$ cat src/rtl/rptLoopPkg.sv
package rptLoopPkg;
  localparam int CNT_W = 12;
  localparam int FLAG_LSB = 12;

  typedef enum logic [1:0] {
    LEN_NONE = 2'b00,
    LEN_ONE  = 2'b01,
    LEN_TWO  = 2'b10,
    LEN_MANY = 2'b11
  } loopLen_e;

  localparam logic [1:0] SEL_START  = 2'd0;
  localparam logic [1:0] SEL_END    = 2'd1;
  localparam logic [1:0] SEL_STATUS = 2'd2;

  typedef struct packed {
    logic loadCmd;
    logic decCount;
    logic finish;
    logic wrStart;
    logic wrEnd;
    logic wrStatus;
  } strobes_t;
endpackage

$ cat src/rtl/rptCtrl.sv
module rptCtrl
  import rptLoopPkg::*;
#(
  parameter int ADDR_W = 16
) (
  input  logic              clk,
  input  logic              rst_n,
  input  logic              fetchValid,
  input  logic [ADDR_W-1:0] fetchPc,
  input  logic              rptLoad,
  input  logic              regWrEn,
  input  logic [1:0]        regSel,
  input  logic [ADDR_W-1:0] endAddr,
  input  logic [CNT_W-1:0]  count,
  input  loopLen_e          flag,
  output strobes_t          strb,
  output logic              redirect
);
  logic atEnd;
  logic moreLeft;
  logic lastPass;

  always_comb begin
    atEnd    = fetchValid && (fetchPc == endAddr) && (flag != LEN_NONE);
    moreLeft = count > CNT_W'(1);
    lastPass = count == CNT_W'(1);
    redirect = atEnd && moreLeft;

    strb          = '0;
    strb.loadCmd  = rptLoad;
    strb.decCount = atEnd && moreLeft;
    strb.finish   = atEnd && lastPass;
    strb.wrStart  = regWrEn && (regSel == SEL_START);
    strb.wrEnd    = regWrEn && (regSel == SEL_END);
    strb.wrStatus = regWrEn && (regSel == SEL_STATUS);
  end


  onehot_step_chk: assert property (@(posedge clk) disable iff (!rst_n)
    $onehot0({strb.decCount, strb.finish}));


  idle_no_redirect_chk: assert property (@(posedge clk) disable iff (!rst_n)
    (flag == LEN_NONE) |-> !redirect);
endmodule

$ cat src/rtl/rptData.sv
module rptData
  import rptLoopPkg::*;
#(
  parameter int ADDR_W = 16,
  parameter int DATA_W = 16
) (
  input  logic              clk,
  input  logic              rst_n,
  input  strobes_t          strb,
  input  logic [ADDR_W-1:0] cmdStart,
  input  logic [ADDR_W-1:0] cmdEnd,
  input  logic [CNT_W-1:0]  cmdCount,
  input  logic [1:0]        regSel,
  input  logic [DATA_W-1:0] wrData,
  output logic [ADDR_W-1:0] startQ,
  output logic [ADDR_W-1:0] endQ,
  output logic [CNT_W-1:0]  countQ,
  output loopLen_e          flagQ,
  output logic [DATA_W-1:0] rdData
);
  localparam int STAT_W = FLAG_LSB + 2;

  logic [ADDR_W-1:0] span;
  loopLen_e          cmdClass;
  logic [STAT_W-1:0] statusWord;

  always_comb begin
    span = cmdEnd - cmdStart;
    if (span == '0)               cmdClass = LEN_ONE;
    else if (span == ADDR_W'(1))  cmdClass = LEN_TWO;
    else                          cmdClass = LEN_MANY;
  end

  always_ff @(posedge clk) begin
    if (!rst_n) begin
      startQ <= '0;
      endQ   <= '0;
      countQ <= '0;
      flagQ  <= LEN_NONE;
    end else if (strb.loadCmd) begin
      startQ <= cmdStart;
      endQ   <= cmdEnd;
      if (cmdCount == '0) begin
        countQ <= '0;
        flagQ  <= LEN_NONE;
      end else begin
        countQ <= cmdCount;
        flagQ  <= cmdClass;
      end
    end else begin
      if (strb.wrStart) startQ <= wrData[ADDR_W-1:0];
      if (strb.wrEnd)   endQ   <= wrData[ADDR_W-1:0];
      if (strb.wrStatus) begin
        countQ <= wrData[CNT_W-1:0];
        flagQ  <= loopLen_e'(wrData[FLAG_LSB+1:FLAG_LSB]);
      end else if (strb.decCount) begin
        countQ <= countQ - CNT_W'(1);
      end else if (strb.finish) begin
        countQ <= '0;
        flagQ  <= LEN_NONE;
      end
    end
  end

  always_comb begin
    statusWord = {flagQ, countQ};
    case (regSel)
      SEL_START:  rdData = DATA_W'(startQ);
      SEL_END:    rdData = DATA_W'(endQ);
      SEL_STATUS: rdData = DATA_W'(statusWord);
      default:    rdData = '0;
    endcase
  end


  dec_step_chk: assert property (@(posedge clk) disable iff (!rst_n)
    (strb.decCount && !strb.loadCmd && !strb.wrStatus) |=> countQ == $past(countQ) - CNT_W'(1));


  last_pass_clear_chk: assert property (@(posedge clk) disable iff (!rst_n)
    (strb.finish && !strb.loadCmd && !strb.wrStatus) |=> (countQ == '0 && flagQ == LEN_NONE));


  write_wins_chk: assert property (@(posedge clk) disable iff (!rst_n)
    (strb.wrStatus && !strb.loadCmd) |=> countQ == $past(wrData[CNT_W-1:0]));


  zero_count_idle_chk: assert property (@(posedge clk) disable iff (!rst_n)
    (strb.loadCmd && cmdCount == '0) |=> flagQ == LEN_NONE);


  idle_stays_chk: assert property (@(posedge clk) disable iff (!rst_n)
    (flagQ == LEN_NONE && !strb.loadCmd && !strb.wrStatus) |=> flagQ == LEN_NONE);
endmodule

$ cat src/rtl/rptLoopUnit.sv
module rptLoopUnit
  import rptLoopPkg::*;
#(
  parameter int ADDR_W = 16,
  parameter int DATA_W = 16
) (
  input  logic              clk,
  input  logic              rst_n,
  input  logic              fetchValid,
  input  logic [ADDR_W-1:0] fetchPc,
  output logic              redirect,
  output logic [ADDR_W-1:0] redirectPc,
  input  logic              rptLoad,
  input  logic [ADDR_W-1:0] rptStart,
  input  logic [ADDR_W-1:0] rptEnd,
  input  logic [11:0]       rptCount,
  input  logic              regWrEn,
  input  logic [1:0]        regSel,
  input  logic [DATA_W-1:0] regWrData,
  output logic [DATA_W-1:0] regRdData
);
  strobes_t          strb;
  logic [ADDR_W-1:0] startQ;
  logic [ADDR_W-1:0] endQ;
  logic [CNT_W-1:0]  countQ;
  loopLen_e          flagQ;

  initial begin
    if (DATA_W < FLAG_LSB + 2 || DATA_W < ADDR_W)
      $error("DATA_W too narrow for status or address");
  end

  rptCtrl #(.ADDR_W(ADDR_W)) ctrl (
    .clk(clk), .rst_n(rst_n),
    .fetchValid(fetchValid), .fetchPc(fetchPc),
    .rptLoad(rptLoad), .regWrEn(regWrEn), .regSel(regSel),
    .endAddr(endQ), .count(countQ), .flag(flagQ),
    .strb(strb), .redirect(redirect)
  );

  rptData #(.ADDR_W(ADDR_W), .DATA_W(DATA_W)) data (
    .clk(clk), .rst_n(rst_n), .strb(strb),
    .cmdStart(rptStart), .cmdEnd(rptEnd), .cmdCount(rptCount),
    .regSel(regSel), .wrData(regWrData),
    .startQ(startQ), .endQ(endQ), .countQ(countQ), .flagQ(flagQ),
    .rdData(regRdData)
  );

  assign redirectPc = startQ;
endmodule

$ cat config.mk
export PLATFORM = sky130hd
export DESIGN_NAME = rptLoopUnit
export DESIGN_NICKNAME = d
export VERILOG_FILES = /design/src/rtl/rptLoopPkg.sv /design/src/rtl/rptCtrl.sv /design/src/rtl/rptData.sv /design/src/rtl/rptLoopUnit.sv
export SDC_FILE = /design/constraint.sdc
export NUM_CORES = 1
export LEC_CHECK = 0
export ABC_AREA = 1
export ABC_CLOCK_PERIOD_IN_PS = 2550
export BUFFER_PORTS_ARGS = -buffer_cell sky130_fd_sc_hd__buf_2
export CORE_UTILIZATION = 54
export CTS_CLUSTER_SIZE = 10
export DETAILED_ROUTE_END_ITERATION = 16
export GPL_TIMING_DRIVEN = 0
export HOLD_SLACK_MARGIN = 0.03
export PLACE_DENSITY = 0.82
export SLEW_MARGIN = 20
export SYNTH_ARGS = -nofsm -noshare
export SYNTH_HDL_FRONTEND = slang
export SYNTH_HIERARCHICAL = 1
export SYNTH_SLANG_ARGS = --single-unit
$ cat constraint.sdc
create_clock -name clk -period 2.55 [get_ports clk]
set_clock_uncertainty 0.15 [all_clocks]
set_input_delay 0.51 -clock clk [delete_from_list [all_inputs] [get_ports clk]]
set_output_delay 0.51 -clock clk [all_outputs]
set_load 0.01 [all_outputs]
==> impl_metrics.py <==
metrics = {
    "synth": {
        "netlist_area_mm2": 0.00433,
        "synth_seq_cells": 46,
        "synthXorXnorAreaFrac_pct": 2.63,
        "avgSynthCellArea_um2": 5.64,
        "muxShareOfSynthArea_pct": 0,
        "synth_cell_types": 43,
        "synth_compound_area_share_pct": 16.0,
        "syn_nets": 867,
        "synth_fa_ha_area_share_pct": 5.09,
        "ys.flop_type": "dfxtp_1",
        "yosys_warnings": 6,
        "synthCells": 767,
        "ys_seq_area_share_pct": 21.3,
        "yosys.area_share.simple_pct": 37.4,
        "synth_edf_count": 0,
        "synth_top_family_by_area": "simple AND/OR/NAND/NOR gates",
        "async_flop_share_pct": 0,
    },
    "worst_setup_path": {
        "crit_arrival_ps": 2490,
        "max_stage_delay_ps": 360,
        "crit_type": "primary input to flip-flop",
        "path_common_cell": "nand2_1",
        "crit_fanout": 3,
        "crit_chain": "buf_2, inv_1, ha_2, fa_2, inv_2, nand2_1, nand2_2, nand2_1, xnor2_1, a21oi_2, nand2_2, nor3_2, nand3b_1, nand2_1, a21oi_1",
        "path_delay_family": "simple AND/OR/NAND/NOR gates",
        "crit_path_start_kind": "primary input",
        "critPathRequiredTime_ps": 2590,
        "crit_path_end_kind": "flip-flop",
        "timing.critical_path.buf_inv": 3,
        "cp_slowest_cell": "fa_2",
    },
    "clock_tree": {
        "cts_root_buf": "clkbuf_8",
        "cts_buffer_depth": 2,
        "htree_levels": 2,
        "cts_sinks": 46,
        "cts_made_buffers": 5,
        "cts_tree": "built",
        "clkLatencyLatePin_ps": 300,
        "clkTransAtPathRegs_ps": 90,
    },
    "drt": {
        "wl_mm": 15.9,
        "drt_iter0_drc": 585,
        "drc": 0,
        "dr.pass1.iters": 7,
        "post_drt_wl_per_cell_um": 16.0,
        "num_vias": 5530,
        "postRouteAntennaNets": 0,
        "post_drt_via_cell_ratio": 5.54,
    },
    "global_routing": {
        "grt-ovfl-total": 0,
        "grt_max_degree": 15,
        "grt_pass1_wl_mm": 24.3,
        "antenna_found_initial": 0,
        "track_usage_pct": 37.7,
        "grt_pass1_vias": 4821,
    },
    "sta": {
        "setup_ws_ps": 108,
        "fin_tns_setup_ps": 0,
        "hold_viol": 0,
        "worst_pin_slew_ps": 652,
        "fin_crit_ps": 2440,
        "setup_violations": 0,
        "maxSlewHeadroom_pct": 56.5,
        "maxSlewViolCount": 0,
        "period_share_pct": 95.8,
        "timing.fmax_mhz": 409,
    },
    "finish": {
        "drive_above_1_share_pct": 20.4,
        "diodes": 0,
        "nets": 995,
        "syn_to_final_growth_pct": 21.1,
    },
    "placed_design": {
        "numPortBuffers": 114,
        "hpwl_mm": 12.6,
        "gp_congestion": 1.02,
        "dp_slack_ps": -344,
    },
    "floorplan": {
        "coreArea_mm2": 0.00773,
        "die_height_um": 91.5,
        "die_area_mm2": 0.00838,
        "start_util_pct": 56.0,
        "chipWidth_um": 91.5,
        "fp-row-count": 32,
        "io_pins": 116,
    },
    "power_and_ir_drop": {
        "power.leakage_nw": 3.04,
        "irDropWorstVdd_uv": 304,
        "power-per-cell-area_mw_per_mm2": 419,
    },
    "outcome": {
        "status": "complete, no violations",
    },
    "job": {
        "drv_cap": 0,
    },
    "min_path": {
        "worstHoldPathType": "primary input to flip-flop",
    },
}
==> area by class of cell <==
type                       count  area (um^2)
multi-input combinational    524         2680
fill                         763         2490
sequential                    46          930
inverter                     174          653
timing repair buffer         122          631
tap                          102          128
buffer                        22          109
clock buffer                   6         72.6
clock inverter                 2         37.5
==> metal layers <==
layer	global-route usage, %	part of all wire [%]	vias to the layer above
met4	16.0	4.3	0
met5	0	0	-
li1	-	-	2649
met3	7.12	13	56
met2	55.0	40	409
met1	53.5	43	2416
==> metrics by stage <==
stage	hold slack, ps	util (%)	power (mW)	cell area (um^2)	std cells
after floorplan	319	-	1.33	4330	767
after global placement	339	65.0	1.59	5030	983
after detailed placement	341	65.0	1.61	5030	983
after CTS	348	66.5	2.15	5140	991
after global routing	364	67.8	2.31	5240	998
final	351	67.8	2.19	5240	998
==> state kept, by name (all words and copies together), names as in the netlist <==
signal	flops
data/countQ	12
data/endQ	16
data/flagQ	2
data/startQ	16
==> what timing repair did <==
item	CTS	global route
pin swaps	1	4
hold buffers	0	0
gates resized for setup	3	20
setup buffers	0	8
setup endpoints to repair	9	18
==> cell usage after synthesis, types with 3 or more instances <==
cell type | instances | area share [%]
nand2_1 | 252 | 22
inv_1 | 168 | 15
nor2_1 | 54 | 4.7
dfxtp_1 | 46 | 21
o21ai_0 | 38 | 4.4
nand3_1 | 35 | 4.0
a21oi_1 | 26 | 3.0
a22oi_1 | 18 | 3.1
ha_1 | 16 | 4.6
o221ai_1 | 14 | 2.8
clkbuf_1 | 10 | 0.87
buf_2 | 8 | 0.93
nand4_1 | 8 | 1.2
xnor2_1 | 7 | 1.4
nor3_1 | 6 | 0.69
xor2_1 | 6 | 1.2
inv_2 | 5 | 0.43
nor2_2 | 5 | 0.72
nor3_2 | 4 | 0.93
buf_4 | 3 | 0.52
nand2_2 | 3 | 0.43
nor4_1 | 3 | 0.43
o211ai_1 | 3 | 0.52
==> logic make-up (layout without fill, tap and decap cells) <==
kind of cell / Yosys count / after routing
compound gates: 111 / 111
xor+xnor: 13 / 13
fa+ha+maj: 17 / 17
buf+inv: 197 / 326
flops: 46 / 46
simple gates: 383 / 383
==> layout by cell type (no fill, tap or decap), drive strengths merged, types with 3 or more instances in the layout <==
cell type / netlist / final
a21oi: 26 / 26
a22oi: 18 / 18
buf: 13 / 136
clkbuf: 10 / 14
dfxtp: 46 / 46
ha: 16 / 16
inv: 173 / 173
nand2: 255 / 255
nand3: 37 / 37
nand4: 8 / 8
nor2: 60 / 60
nor3: 10 / 10
nor4: 4 / 4
o211ai: 3 / 3
o21ai: 39 / 39
o221ai: 14 / 14
or2: 3 / 3
xnor2: 7 / 7
xor2: 6 / 6
==> worst reg2reg max path: stages, from the launching register on <==
cell	delay, ps
dfxtp_2	420
inv_1	60
nand2_1	50
o21ai_0	70
nor2_1	90
nand2_1	60
nor2_1	80
nand3_1	170
nor2_2	160
buf_4	140
nand2_1	100
nor2_4	230
inv_2	110
o32ai_2	290
a21oi_1	70
a21oi_1	120
==> report_power, final <==
| part | total, mW | switching [mW] | leakage, nW | internal (mW) |
|---|---|---|---|---|
| clock | 0.557 | 0.264 | 0.0514 | 0.293 |
| combinational | 0.810 | 0.515 | 2.61 | 0.295 |
| sequential | 0.827 | 0.0585 | 0.383 | 0.769 |
==> worst paths after layout <==
kind	to	start	depth (start not counted)	slack (ps)
worst max register to register	data/countQ[3]	data/endQ[6]	15	110
worst min register to register	data/countQ[3]	data/countQ[3]	2	360
worst max-delay path	data/flagQ[1]	rptEnd[0]	15	110
worst min-delay path	data/startQ[5]	rptStart[5]	5	350
Note: power is estimated with default switching activity, not from simulation.
